[src/rtl/ddr_cmd_pkg.sv]
package ddr_cmd_pkg;
  typedef enum logic [2:0] {
    CMD_NOP = 3'd0,
    CMD_ACT = 3'd1,
    CMD_PRE = 3'd2,
    CMD_RD  = 3'd3,
    CMD_WR  = 3'd4
  } cmd_e;
endpackage

[src/rtl/ddr_cmd_classify.sv]
module ddr_cmd_classify
  import ddr_cmd_pkg::*;
(
  input  logic sel_n,
  input  logic row_strobe_n,
  input  logic col_strobe_n,
  input  logic wr_en_n,
  output cmd_e cmd
);
  always_comb begin
    cmd = CMD_NOP;
    if (!sel_n) begin
      unique case ({row_strobe_n, col_strobe_n})
        2'b01:   cmd = wr_en_n ? CMD_ACT : CMD_PRE;
        2'b10:   cmd = wr_en_n ? CMD_RD : CMD_WR;
        default: cmd = CMD_NOP;
      endcase
    end
  end
endmodule

[src/rtl/ddr_bank_fsm.sv]
module ddr_bank_fsm #(
  parameter int BURST_LEN = 4
) (
  input  logic clk,
  input  logic rst_n,
  input  logic run,
  input  logic act_hit,
  input  logic pre_hit,
  input  logic col_hit,
  input  logic col_ap,
  output logic active
);
  localparam int CNT_W = $clog2(BURST_LEN + 1);
  localparam logic [CNT_W-1:0] LOAD = CNT_W'(BURST_LEN);

  logic [CNT_W-1:0] cnt;

  always_ff @(posedge clk) begin
    if (!rst_n) begin
      active <= 1'b0;
      cnt    <= '0;
    end else if (run) begin
      if (pre_hit) begin
        active <= 1'b0;
        cnt    <= '0;
      end else if (act_hit) begin
        active <= 1'b1;
      end else if (col_hit && col_ap) begin
        cnt <= LOAD;
      end else if (cnt == CNT_W'(1)) begin
        active <= 1'b0;
        cnt    <= '0;
      end else if (cnt != '0) begin
        cnt <= cnt - CNT_W'(1);
      end
    end
  end
endmodule

[src/rtl/ddr_addr_latch.sv]
module ddr_addr_latch #(
  parameter int ROW_W  = 12,
  parameter int COL_W  = 9,
  parameter int AP_BIT = 10,
  parameter int BA_W   = 2,
  parameter int LANES  = 2
) (
  input  logic             clk,
  input  logic             rst_n,
  input  logic             ld_row,
  input  logic             ld_col,
  input  logic             ld_bank,
  input  logic             ld_mask,
  input  logic [ROW_W-1:0] addr_in,
  input  logic [BA_W-1:0]  bank_sel,
  input  logic [LANES-1:0] byte_mask,
  output logic [ROW_W-1:0] row_addr,
  output logic [COL_W-1:0] col_addr,
  output logic             auto_pre,
  output logic [BA_W-1:0]  bank_o,
  output logic [LANES-1:0] wr_mask
);
  always_ff @(posedge clk) begin
    if (!rst_n) begin
      row_addr <= '0;
      col_addr <= '0;
      auto_pre <= 1'b0;
      bank_o   <= '0;
      wr_mask  <= '0;
    end else begin
      if (ld_row)  row_addr <= addr_in;
      if (ld_col) begin
        col_addr <= addr_in[COL_W-1:0];
        auto_pre <= addr_in[AP_BIT];
      end
      if (ld_bank) bank_o  <= bank_sel;
      if (ld_mask) wr_mask <= byte_mask;
    end
  end
endmodule

[src/rtl/ddr_cmd_decoder.sv]
module ddr_cmd_decoder
  import ddr_cmd_pkg::*;
#(
  parameter int NUM_BANKS = 4,
  parameter int ROW_W     = 12,
  parameter int COL_W     = 9,
  parameter int AP_BIT    = 10,
  parameter int LANES     = 2,
  parameter int BURST_LEN = 4,
  localparam int BA_W     = $clog2(NUM_BANKS)
) (
  input  logic                 clk,
  input  logic                 rst_n,
  input  logic                 clk_en,
  input  logic                 sel_n,
  input  logic                 row_strobe_n,
  input  logic                 col_strobe_n,
  input  logic                 wr_en_n,
  input  logic [BA_W-1:0]      bank_sel,
  input  logic [ROW_W-1:0]     addr_in,
  input  logic [LANES-1:0]     byte_mask,
  output logic                 cmd_act,
  output logic                 cmd_pre,
  output logic                 cmd_rd,
  output logic                 cmd_wr,
  output logic [BA_W-1:0]      bank_o,
  output logic [ROW_W-1:0]     row_addr,
  output logic [COL_W-1:0]     col_addr,
  output logic                 auto_pre,
  output logic [NUM_BANKS-1:0] bank_active,
  output logic [LANES-1:0]     wr_mask,
  output logic                 suspend,
  output logic                 pd_entry,
  output logic                 proto_err
);
  cmd_e cmd;
  logic tgt_active, all_idle;
  logic ok_act, ok_pre, ok_rd, ok_wr, bad_cmd;

  ddr_cmd_classify u_cls (
    .sel_n        (sel_n),
    .row_strobe_n (row_strobe_n),
    .col_strobe_n (col_strobe_n),
    .wr_en_n      (wr_en_n),
    .cmd          (cmd)
  );

  always_comb begin
    tgt_active = bank_active[bank_sel];
    all_idle   = ~|bank_active;
    ok_act     = clk_en && (cmd == CMD_ACT) && !tgt_active;
    ok_pre     = clk_en && (cmd == CMD_PRE);
    ok_rd      = clk_en && (cmd == CMD_RD) && tgt_active;
    ok_wr      = clk_en && (cmd == CMD_WR) && tgt_active;
    bad_cmd    = clk_en && (((cmd == CMD_ACT) && tgt_active) ||
                 (((cmd == CMD_RD) || (cmd == CMD_WR)) && !tgt_active));
  end

  for (genvar b = 0; b < NUM_BANKS; b++) begin : g_bank
    logic hit;
    assign hit = (bank_sel == BA_W'(b));
    ddr_bank_fsm #(.BURST_LEN(BURST_LEN)) u_bank (
      .clk     (clk),
      .rst_n   (rst_n),
      .run     (clk_en),
      .act_hit (ok_act && hit),
      .pre_hit (ok_pre && hit),
      .col_hit ((ok_rd || ok_wr) && hit),
      .col_ap  (addr_in[AP_BIT]),
      .active  (bank_active[b])
    );
  end

  ddr_addr_latch #(
    .ROW_W(ROW_W), .COL_W(COL_W), .AP_BIT(AP_BIT), .BA_W(BA_W), .LANES(LANES)
  ) u_latch (
    .clk       (clk),
    .rst_n     (rst_n),
    .ld_row    (ok_act),
    .ld_col    (ok_rd || ok_wr),
    .ld_bank   (ok_act || ok_pre || ok_rd || ok_wr),
    .ld_mask   (ok_wr),
    .addr_in   (addr_in),
    .bank_sel  (bank_sel),
    .byte_mask (byte_mask),
    .row_addr  (row_addr),
    .col_addr  (col_addr),
    .auto_pre  (auto_pre),
    .bank_o    (bank_o),
    .wr_mask   (wr_mask)
  );

  always_ff @(posedge clk) begin
    if (!rst_n) begin
      cmd_act   <= 1'b0;
      cmd_pre   <= 1'b0;
      cmd_rd    <= 1'b0;
      cmd_wr    <= 1'b0;
      proto_err <= 1'b0;
      suspend   <= 1'b0;
      pd_entry  <= 1'b0;
    end else begin
      cmd_act   <= ok_act;
      cmd_pre   <= ok_pre;
      cmd_rd    <= ok_rd;
      cmd_wr    <= ok_wr;
      proto_err <= bad_cmd;
      suspend   <= !clk_en && !all_idle;
      pd_entry  <= !clk_en && all_idle;
    end
  end
endmodule

[config.mk]
export PLATFORM = sky130hd
export DESIGN_NAME = ddr_cmd_decoder
export DESIGN_NICKNAME = d
export VERILOG_FILES = /design/src/rtl/ddr_cmd_pkg.sv /design/src/rtl/ddr_cmd_classify.sv /design/src/rtl/ddr_bank_fsm.sv /design/src/rtl/ddr_addr_latch.sv /design/src/rtl/ddr_cmd_decoder.sv
export SDC_FILE = /design/constraint.sdc
export NUM_CORES = 1
export LEC_CHECK = 0
export ABC_AREA = 1
export BUFFER_PORTS_ARGS = -buffer_cell sky130_fd_sc_hd__buf_2
export CORE_ASPECT_RATIO = 0.75
export CORE_MARGIN = 3
export CORE_UTILIZATION = 54
export CTS_CLUSTER_DIAMETER = 60
export DETAILED_ROUTE_END_ITERATION = 7
export GPL_TIMING_DRIVEN = 0
export PLACE_DENSITY = 0.82
export SLEW_MARGIN = 20
export SYNTH_ARGS = -nofsm -noshare
export SYNTH_HDL_FRONTEND = slang
export SYNTH_SLANG_ARGS = --single-unit
export TNS_END_PERCENT = 10
[constraint.sdc]
create_clock -name clk -period 2.1 [get_ports clk]
set_clock_uncertainty 0.2 [all_clocks]
set_input_delay 0.315 -clock clk [delete_from_list [all_inputs] [get_ports clk]]
set_output_delay 0.315 -clock clk [all_outputs]
set_load 0.01 [all_outputs]
==> metrics.yaml, run 1 <==
min_path:
  hold_path.class: "in -> reg"
  whs_endpoint: "u_latch.col_addr[6]$_SDFFE_PN0N_"
  min_from: "addr_in[6]"
  whs_path_depth: 3
die:
  die_w_um: 86.9
  coreArea_um2: 4600
  die_height_um: 66.7
  initial_utilization: 0.577
  io_pins: 60
  die_area_um2: 5800
  rows: 21
critical_path:
  r2r_cells: 9
  cp.arrival_ns: 1.97
  cp_slowest_cell: "ha_1"
  crit_fanout: 6
  worst_path_most_repeated_cell: "nand2_1"
  required_ns: 2.15
  timing.rr.end: "u_latch.col_addr[1]$_SDFFE_PN0N_"
  r2r_slack_ns: 0.28
  critPathMaxStageDelay_ns: 0.28
  path_cells: "buf_2 > inv_1 > ha_1 > inv_1 > nand2_1 > nor2_2 > nand3_1 > nand2_2 > nand4_2 > nand2_4 > nand2_2 > nand2_1 > nand2_1 > nor2_1"
  start_kind: "input pin"
  worstSetupPathType: "in -> reg"
  critPathCaptureType: "flip-flop"
  rr_startpoint: "g_bank[3].u_bank.active$_SDFFE_PN0P_"
yosys:
  yosys_warnings: 0
  synth.distinct_cells: 29
  avgSynthCellArea_um2: 7.22
  syn_area_um2: 2650
  ys_seq_elements: 49
  synth_nets: 404
  synth_cells: 367
  ys_seq_area_frac: 0.370
finish:
  n_antenna_cell: 0
  syn_to_final_growth_pct: 18.0
  nets: 468
  drive_gt1_frac: 0.236
place:
  numPortBuffers: 57
  pre_cts_slack_ns: -0.123
  place.gp.congestion: 0.860
  dp.final_hpwl_um: 4740
job:
  cap_violations: 0
global_routing:
  grt_pass1_wl_um: 10700
  antenna_found_initial: 0
  grt_start_max_net_pins: 17
  top_usage_layer: "met2"
  grtUsageMet3: 0.0494
  grt_overflow: 0
  met2_usage: 0.361
  met1_usage: 0.308
  grt.total_usage: 0.229
  grt_pass1_vias: 2399
clocking:
  cts_hold_repair.buffers: 0
  cts_htree_levels: 2
  cts_buffers: 5
  clkSinkCount: 49
  path_clk_slew_ns: 0.09
  clock-root-buffer: "clkbuf_8"
  cts_tree: "done"
  insertion_delay_ns: 0.31
  clockBufferDepth: 2
sta:
  tightest_slew_ns: 0.488
  relSlewSlack: 0.666
  hold_violations: 0
  max_freq_ghz: 0.522
  worst_slack_ns: 0.185
  period_needed_ns: 1.92
  period_share: 0.912
  maxSlewViolCount: 0
  setup-violations-final: 0
  rsz0062_at_grt: "yes"
drt:
  antenna_left: 0
  viasPerCell: 5.27
  drc: 0
  drt_wl_total_um: 6220
  first_iter_violations: 227
  wl_per_cell_um: 12.7
  drtPass1Iterations: 4
  vias: 2576
power_and_ir_drop:
  power_frac_seq: 0.374
  swShare: 0.408
  power_density_nw_per_um2: 1020
  p_clk_frac: 0.179
  comb_power_share: 0.447
  leakage_nw: 1.62
  p_total_w: 0.00318
  ir_drop_mv: 0.627
  intPower_w: 0.00188
  switchingPower_w: 0.00130
outcome:
  status: "completed"
cell type report:
cell class	instances	area, um^2
Timing Repair Buffer	57	285
Buffer	15	100
Fill cell	385	1470
Clock buffer	5	68.8
Clock inverter	3	21.3
Sequential cell	49	981
Tap cell	57	71.3
Inverter	43	161
Multi-Input combinational cell	260	1440
power groups by stage:
| stage | sequential, W | clock [W] | combinational, W |
|---|---|---|---|
| floorplan | 0.00119 | 0 | 0.00115 |
| global placement | 0.00120 | 0 | 0.00136 |
| detailed placement | 0.00121 | 0 | 0.00140 |
| CTS | 0.00119 | 0.000575 | 0.00141 |
| global route | 0.00121 | 0.000615 | 0.00170 |
| finish | 0.00119 | 0.000571 | 0.00142 |
cell usage in the layout (no fill, tap or decap), types with 2 or more instances in the layout:
master and n:
nand4_1 8, clkbuf_1 4, nor2_1 44, nor2_8 2
nand3_1 33, nor4_1 2, a31oi_1 4, inv_1 40
dfxtp_1 49, nand2_2 9, buf_6 2, ha_1 14
nand4_4 3, buf_4 7, o21ai_1 2, nand2_1 74
buf_2 59, nor2_4 2, o21ai_0 8, nand3b_1 4
xor2_1 4, clkbuf_8 5, a21oi_2 2, inv_2 3
a21oi_1 38
timing repair:
item | CTS | global route
setup buffers | 0 | 0
endpoints found under the setup margin | 0 | 5
resized for setup | 0 | 4
routing by layer:
| metal | vias to the layer above | part of all wire |
|---|---|---|
| li1 | 1326 | - |
| met1 | 1168 | 0.48 |
| met2 | 71 | 0.44 |
| met3 | 11 | 0.062 |
| met4 | 0 | 0.016 |
| met5 | - | 0 |
cell usage after synthesis:
library cell	number	area share
a2111oi_0	1	0.0033
a21oi_1	38	0.072
a21oi_2	2	0.0066
a31oi_1	4	0.0094
buf_2	2	0.0038
buf_4	7	0.020
buf_6	2	0.0085
clkbuf_1	4	0.0057
dfxtp_1	49	0.37
ha_1	14	0.066
inv_1	40	0.057
inv_2	3	0.0042
nand2_1	74	0.10
nand2_2	9	0.021
nand2_4	1	0.0042
nand3_1	33	0.062
nand3_2	1	0.0038
nand3b_1	4	0.011
nand4_1	8	0.019
nand4_2	4	0.019
nor2_1	44	0.062
nor2_2	1	0.0024
nor2_4	2	0.0085
nor2_8	2	0.015
nor3_1	2	0.0038
nor4_1	2	0.0047
o21ai_0	8	0.015
o21ai_1	2	0.0038
xor2_1	4	0.013
critical path: cells and delay by family:
kind	cells	cell delay, ns
fa+ha+maj	1	0.28
buf+inv	3	0.18
simple gates	10	1.19
cells by family (layout without fill, tap and decap cells):
group / count (synthesis) / in the layout / share of synthesized area
AOI/OAI and AO/OA: 55 / 55 / 0.110
xor gates and xnor gates: 4 / 4 / 0.0132
adders and majority gates: 14 / 14 / 0.0661
buffers and inverters: 58 / 123 / 0.0986
DFF: 49 / 49 / 0.370
and+or+nand+nor: 187 / 187 / 0.342
sequential cells by signal, summed over array words and instances (netlist names):
register / flops
g_bank.u_bank.cnt: 12
cmd_act: 1
u_latch.bank_o: 2
u_latch.auto_pre: 1
pd_entry: 1
proto_err: 1
u_latch.col_addr: 9
cmd_rd: 1
g_bank.u_bank.active: 4
u_latch.wr_mask: 2
cmd_wr: 1
suspend: 1
cmd_pre: 1
u_latch.row_addr: 12
worst max-delay path by stage:
| stage | from | endpoint |
|---|---|---|
| 2_1_floorplan | row_strobe_n | g_bank[2].u_bank.cnt[1]$_SDFFE_PN0P_ |
| 3_3_place_gp | row_strobe_n | u_latch.row_addr[6]$_SDFFE_PN0N_ |
| 3_5_place_dp | row_strobe_n | u_latch.row_addr[5]$_SDFFE_PN0N_ |
| 4_1_cts | row_strobe_n | u_latch.row_addr[5]$_SDFFE_PN0N_ |
| 5_1_grt | col_strobe_n | g_bank[0].u_bank.cnt[1]$_SDFFE_PN0P_ |
| 6_report | row_strobe_n | g_bank[2].u_bank.cnt[1]$_SDFFE_PN0P_ |
through the flow:
stage / TNS, ns / hold slack, ns / utilization / cell area (um^2) / std cells
after floorplan: 0 / 0.248 / - / 2650 / 367
after global placement: -1.11 / 0.227 / 0.654 / 3010 / 481
after detailed placement: -2.02 / 0.233 / 0.654 / 3010 / 481
after CTS: 0 / 0.0456 / 0.674 / 3100 / 489
after global routing: -0.0218 / 0.0523 / 0.681 / 3130 / 489
final: 0 / 0.0440 / 0.681 / 3130 / 489
Note: power is estimated with default switching activity, not from simulation.
==> run 2: changes to the inputs <==
--- a/config.mk
+++ b/config.mk
@@ -9,11 +9,12 @@
 export BUFFER_PORTS_ARGS = -buffer_cell sky130_fd_sc_hd__buf_2
 export CORE_ASPECT_RATIO = 0.75
 export CORE_MARGIN = 3
-export CORE_UTILIZATION = 54
+export CORE_UTILIZATION = 55
+export CTS_BUF_LIST = sky130_fd_sc_hd__clkbuf_8
 export CTS_CLUSTER_DIAMETER = 60
 export DETAILED_ROUTE_END_ITERATION = 7
 export GPL_TIMING_DRIVEN = 0
-export PLACE_DENSITY = 0.82
+export PLACE_DENSITY = 0.83
 export SLEW_MARGIN = 20
 export SYNTH_ARGS = -nofsm -noshare
 export SYNTH_HDL_FRONTEND = slang
==> run 2 against run 1 <==
Against the previous run: die area decreased by 1.7%; maximum frequency decreased by 3.0%; combinational power about the same; core utilization increased by 0.43 points; sequential cell count unchanged; wire length increased by 3.6%; highest routed layer unchanged.
==> metrics.yaml, run 2 (same netlist as run 1, synthesis figures left out) <==
place:
  dp.final_hpwl_um: 4870  # was 4740 um
  placedCellCount: 481  # unchanged
  place.gp.congestion: 0.861  # was 0.860
  numPortBuffers: 57  # unchanged
  dpl-instance-area_um2: 3010  # unchanged
  pre_cts_slack_ns: -0.123  # about the same
clocking:
  cts_tree: "done"  # unchanged
  path_clk_slew_ns: 0.10  # was 0.09 ns
  cts_hold_repair.buffers: 0  # unchanged
  clkSinkCount: 49  # unchanged
  clockBufferDepth: 2  # unchanged
  clock-root-buffer: "clkbuf_8"  # unchanged
  cts_buffers: 5  # unchanged
  insertion_delay_ns: 0.31  # about the same
  cts_htree_levels: 2  # unchanged
  ctsResizeCount: 0  # unchanged
drt:
  first_iter_violations: 186  # was 227
  vias: 2605  # was 2576
  wl_per_cell_um: 13.1  # was 12.7 um
  drtPass1Iterations: 4  # unchanged
  drc: 0  # unchanged
  antenna_left: 0  # unchanged
  viasPerCell: 5.32  # was 5.27
  drt_wl_total_um: 6440  # was 6220 um
finish:
  top_regs: "g_bank.u_bank.cnt (12), u_latch.row_addr (12), u_latch.col_addr (9)"  # unchanged
  seq_area_um2: 981  # unchanged
  n_fill_cell: 395  # was 385
  n_antenna_cell: 0  # unchanged
  nets: 469  # was 468
  finalInstanceArea_um2: 3110  # was 3130 um^2
  layout_commonest_cell: "nand2_1"  # unchanged
  final_cell_count_no_fill: 490  # was 489
  final_cell_mix: "nand2_1, buf_2, dfxtp_1"  # unchanged
  drive_gt1_frac: 0.236  # about the same
  multi_input_area_um2: 1410  # was 1440 um^2
  syn_to_final_growth_pct: 17.4  # was 18.0%
critical_path:
  critPathMaxStageDelay_ns: 0.26  # was 0.28 ns
  path_cells: "buf_2 > inv_1 > ha_1 > inv_1 > nor3_1 > nand2_1 > nand2_2 > nand4_2 > nand2_2 > nand2_1 > nand2_1 > nand2_1 > nor2_1"  # was buf_2 > inv_1 > ha_1 > inv_1 > nand2_1 > nor2_2 > nand3_1 > nand2_2 > nand4_2 > nand2_4 > nand2_2 > nand2_1 > nand2_1 > nor2_1
  cp_slowest_cell: "nor3_1"  # was ha_1
  worst_path_most_repeated_cell: "nand2_1"  # unchanged
  rr_startpoint: "g_bank[2].u_bank.active$_SDFFE_PN0P_"  # was g_bank[3].u_bank.active$_SDFFE_PN0P_
  required_ns: 2.15  # about the same
  startpoint: "col_strobe_n"  # was row_strobe_n
  r2r_slack_ns: 0.28  # about the same
  crit_fanout: 6  # unchanged
  worstSetupPathType: "in -> reg"  # unchanged
  cp.arrival_ns: 2.02  # was 1.97 ns
  critPathCaptureType: "flip-flop"  # unchanged
  start_kind: "input pin"  # unchanged
die:
  die_height_um: 66.1  # was 66.7 um
  rows: 21  # unchanged
  die_w_um: 86.2  # was 86.9 um
  coreArea_um2: 4550  # was 4600 um^2
  io_pins: 60  # unchanged
  initial_utilization: 0.583  # was 0.577
  die_area_um2: 5700  # was 5800 um^2
sta:
  hold_violations: 0  # unchanged
  max_freq_ghz: 0.506  # was 0.522 GHz
  relSlewSlack: 0.661  # was 0.666
  whs_ns: 0.0464  # was 0.0440 ns
  period_share: 0.940  # was 0.912
  maxSlewViolCount: 0  # unchanged
  period_needed_ns: 1.97  # was 1.92 ns
  setup-violations-final: 0  # unchanged
  rsz0062_at_grt: "no"  # was yes
  worst_slack_ns: 0.125  # was 0.185 ns
  tightest_slew_ns: 0.506  # was 0.488 ns
global_routing:
  grt_overflow: 0  # unchanged
  antenna_found_initial: 0  # unchanged
  grt_start_max_net_pins: 19  # was 17
  grt_pass1_wl_um: 10600  # was 10700 um
  grt_pass1_vias: 2293  # was 2399
  grt.total_usage: 0.232  # was 0.229
outcome:
  status: "completed"  # unchanged
min_path:
  hold_path.class: "in -> reg"  # unchanged
  min_from: "addr_in[4]"  # was addr_in[6]
power_and_ir_drop:
  leakage_nw: 1.62  # about the same
  power_density_nw_per_um2: 1040  # was 1020 nW/um^2
  ir_drop_mv: 0.819  # was 0.627 mV
job:
  cap_violations: 0  # unchanged
## run 2: path summary, 6_finish.rpt
check	cells past startpoint	to
min	3	u_latch.col_addr[4]$_SDFFE_PN0N_
max	13	g_bank[3].u_bank.cnt[1]$_SDFFE_PN0P_
min reg2reg	2	u_latch.wr_mask[1]$_SDFFE_PN0P_
max reg2reg	10	g_bank[3].u_bank.cnt[1]$_SDFFE_PN0P_
## run 2: what timing repair did
action                                  CTS  global route
setup buffers                             0             1
endpoints found under the setup margin    0             1
endpoints found under the hold margin     0             0
## run 2: power breakdown
part | internal (W) | switching (W) | leakage (nW)
sequential | 0.00108 | 0.000113 | 0.398
combinational | 0.000576 | 0.000872 | 1.17
clock | 0.000250 | 0.000351 | 0.0506
total | 0.00190 | 0.00134 | 1.62
## run 2: metal layers
metal  vias up  wire [um]  track usage
li1       1321          -            -
met1      1191       2880        0.306
met2        84       3060        0.384
met3         9        420       0.0535
met4         0         73       0.0642
met5         -          0            0
## run 2: area by class of cell
class | count | area share
clock inverters | 3 | 0.00924
flip-flops and latches | 49 | 0.315
well taps | 57 | 0.0229
multi-input cells | 260 | 0.453
plain buffers | 15 | 0.0322
repair buffers | 58 | 0.0941
inverters | 43 | 0.0518
clock buffers | 5 | 0.0221
## run 2: metrics by stage
step	power (W)	util	TNS (ns)
floorplan	0.00234	-	0
global placement	0.00256	0.662	-0.841
detailed placement	0.00263	0.662	-1.54
CTS	0.00323	0.683	0
global route	0.00354	0.685	0
finish	0.00324	0.685	0
## run 2: worst max-delay path: cells and delay by family
family,cells,cell delay (ns)
AND/OR/NAND/NOR,9,1.29
buffers and inverters,3,0.21
adder cells (fa/ha/maj),1,0.21
==> run 3: changes to the inputs <==
--- a/config.mk
+++ b/config.mk
@@ -9,12 +9,13 @@
 export BUFFER_PORTS_ARGS = -buffer_cell sky130_fd_sc_hd__buf_2
 export CORE_ASPECT_RATIO = 0.75
 export CORE_MARGIN = 3
-export CORE_UTILIZATION = 55
-export CTS_BUF_LIST = sky130_fd_sc_hd__clkbuf_8
+export CORE_UTILIZATION = 54
+export CTS_BUF_LIST = sky130_fd_sc_hd__clkbuf_16
 export CTS_CLUSTER_DIAMETER = 60
 export DETAILED_ROUTE_END_ITERATION = 7
 export GPL_TIMING_DRIVEN = 0
-export PLACE_DENSITY = 0.83
+export PLACE_DENSITY = 0.82
+export SKIP_LAST_GASP = 1
 export SLEW_MARGIN = 20
 export SYNTH_ARGS = -nofsm -noshare
 export SYNTH_HDL_FRONTEND = slang
==> run 3 against run 2 <==
Against the previous run: sequential power barely moved; clock power up 32%; first-iteration DRC count decreased by 4.3%; design area increased by 2.7%; worst setup slack gained 0.0021 ns.
==> metrics.yaml, run 3 (same netlist as run 1, synthesis figures left out) <==
sta:
  period_needed_ns: 1.97  # about the same
  setup_tns_ns: 0  # unchanged
  setup-violations-final: 0  # unchanged
  maxSlewViolCount: 0  # unchanged
  hold_violations: 0  # unchanged
  tightest_slew_ns: 0.543  # was 0.506 ns
  period_share: 0.939  # was 0.940
  whs_ns: 0.0723  # was 0.0464 ns
  max_freq_ghz: 0.507  # was 0.506 GHz
  relSlewSlack: 0.629  # was 0.661
  rsz0062_at_grt: "yes"  # was no
critical_path:
  required_ns: 2.08  # was 2.15 ns
  path_cells: "buf_2 > inv_1 > ha_1 > inv_1 > nand2_1 > nor2_2 > nand3_1 > nand2_4 > nand4_2 > nand2_2 > nand2_2 > nor2_1 > nor2_1"  # was buf_2 > inv_1 > ha_1 > inv_1 > nor3_1 > nand2_1 > nand2_2 > nand4_2 > nand2_2 > nand2_1 > nand2_1 > nand2_1 > nor2_1
  timing.rr.end: "g_bank[1].u_bank.cnt[1]$_SDFFE_PN0P_"  # was g_bank[3].u_bank.cnt[1]$_SDFFE_PN0P_
  endpoint: "g_bank[1].u_bank.cnt[1]$_SDFFE_PN0P_"  # was g_bank[3].u_bank.cnt[1]$_SDFFE_PN0P_
  cp.arrival_ns: 1.95  # was 2.02 ns
  start_kind: "input pin"  # unchanged
  r2r_cells: 9  # was 10
  r2r_slack_ns: 0.25  # was 0.28 ns
  startpoint: "row_strobe_n"  # was col_strobe_n
  crit_fanout: 6  # unchanged
  critPathCaptureType: "flip-flop"  # unchanged
  rr_startpoint: "g_bank[3].u_bank.active$_SDFFE_PN0P_"  # was g_bank[2].u_bank.active$_SDFFE_PN0P_
  critPathMaxStageDelay_ns: 0.28  # was 0.26 ns
  worstSetupPathType: "in -> reg"  # unchanged
  cp_slowest_cell: "ha_1"  # was nor3_1
clocking:
  cts_tree: "done"  # unchanged
  clock-root-buffer: "clkbuf_16"  # was clkbuf_8
  insertion_delay_ns: 0.29  # was 0.31 ns
  cts_buffers: 5  # unchanged
  cts_hold_repair.buffers: 0  # unchanged
  clkSinkCount: 49  # unchanged
  cts_htree_levels: 2  # unchanged
  path_clk_slew_ns: 0.06  # was 0.10 ns
  clockBufferDepth: 2  # unchanged
finish:
  layout_commonest_cell: "nand2_1"  # unchanged
  n_fill_cell: 377  # was 395
  top_regs: "g_bank.u_bank.cnt (12), u_latch.row_addr (12), u_latch.col_addr (9)"  # unchanged
  n_antenna_cell: 0  # unchanged
  seq_area_um2: 981  # unchanged
  nets: 470  # was 469
  multi_input_area_um2: 1440  # was 1410 um^2
  final_cell_mix: "nand2_1, buf_2, dfxtp_1"  # unchanged
  syn_to_final_growth_pct: 20.6  # was 17.4%
  drive_gt1_frac: 0.242  # was 0.236
  final_cell_count_no_fill: 491  # was 490
power_and_ir_drop:
  leakage_nw: 1.66  # was 1.62 nW
  p_total_w: 0.00341  # was 0.00324 W
  ir_drop_mv: 0.659  # was 0.819 mV
  power_density_nw_per_um2: 1070  # was 1040 nW/um^2
drt:
  drtPass1Iterations: 4  # unchanged
  first_iter_violations: 178  # was 186
  wl_per_cell_um: 12.9  # was 13.1 um
  viasPerCell: 5.29  # was 5.32
  drt_wl_total_um: 6350  # was 6440 um
  vias: 2599  # was 2605
  drc: 0  # unchanged
  antenna_left: 0  # unchanged
die:
  coreArea_um2: 4600  # was 4550 um^2
  rows: 21  # unchanged
  die_height_um: 66.7  # was 66.1 um
  initial_utilization: 0.577  # was 0.583
  die_area_um2: 5800  # was 5700 um^2
  io_pins: 60  # unchanged
  die_w_um: 86.9  # was 86.2 um
job:
  cap_violations: 0  # unchanged
global_routing:
  grt_pass1_wl_um: 10900  # was 10600 um
  antenna_found_initial: 0  # unchanged
  grt_overflow: 0  # unchanged
  grt_start_max_net_pins: 17  # was 19
  grt_pass1_vias: 2431  # was 2293
  grt.total_usage: 0.233  # was 0.232
place:
  place.gp.congestion: 0.860  # was 0.861
  numPortBuffers: 57  # unchanged
  dp.final_hpwl_um: 4740  # was 4870 um
  placedCellCount: 481  # unchanged
outcome:
  status: "completed"  # unchanged
min_path:
  hold_path.class: "in -> reg"  # unchanged
run 3: cell types whose count changed in the layout (fill, tap and decap cells not counted), moves of 2 or more:
cell,previous run,this run
nand4_2,4,2
nand4_4,0,2
clkbuf_16,0,5
clkbuf_8,5,0
run 3: worst min-delay path by stage:
stage	start	end	slack, ns	cells after the start
6_report	addr_in[6]	u_latch.col_addr[6]$_SDFFE_PN0N_	0.07	3
5_1_grt	addr_in[5]	u_latch.col_addr[5]$_SDFFE_PN0N_	0.08	3
4_1_cts	addr_in[6]	u_latch.col_addr[6]$_SDFFE_PN0N_	0.07	3
3_5_place_dp	u_latch.wr_mask[0]$_SDFFE_PN0P_	u_latch.wr_mask[0]$_SDFFE_PN0P_	0.23	2
3_3_place_gp	u_latch.wr_mask[1]$_SDFFE_PN0P_	u_latch.wr_mask[1]$_SDFFE_PN0P_	0.23	2
2_1_floorplan	g_bank[0].u_bank.active$_SDFFE_PN0P_	g_bank[0].u_bank.active$_SDFFE_PN0P_	0.25	2
run 3: routing by layer:
| layer | GRT usage | vias up | part of all wire |
|---|---|---|---|
| met1 | 0.315 | 1177 | 0.46 |
| met5 | 0 | - | 0 |
| met2 | 0.368 | 82 | 0.45 |
| met3 | 0.0482 | 13 | 0.067 |
| li1 | - | 1327 | - |
| met4 | 0.0798 | 0 | 0.016 |
run 3: timing repair:
action | in CTS | in global routing
resized for setup | 0 | 6
buffers inserted | 0 | 2
endpoints found under the setup margin | 0 | 16
hold endpoints to repair | 0 | 0
run 3: metrics by stage:
step	instance area [um^2]	utilization	setup slack (ns)
finish	3200	0.696	0.127
global route	3200	0.696	-0.0435
CTS	3150	0.686	0.161
detailed placement	3010	0.654	-0.123
global placement	3010	0.654	-0.102
floorplan	2650	-	0.204
run 3: worst max-delay path, delay by kind of cell:
family | cells | cell delay [ns]
and+or+nand+nor | 9 | 1.17
adders and majority gates | 1 | 0.28
buffers and inverters | 3 | 0.18
run 3: power breakdown:
| part | switching, W | leakage (nW) | total, W | internal [W] |
|---|---|---|---|---|
| clock | 0.000351 | 0.0702 | 0.000794 | 0.000443 |
| combinational | 0.000855 | 1.19 | 0.00143 | 0.000573 |
| sequential | 0.000115 | 0.398 | 0.00119 | 0.00108 |
run 3: final cells by class:
class	count	area share
multi-input cells	260	0.449
flip-flops and latches	49	0.307
repair buffers	59	0.0939
inverters	43	0.0505
clock buffers	5	0.0391
plain buffers	15	0.0317
well taps	57	0.0223
clock inverters	3	0.00665
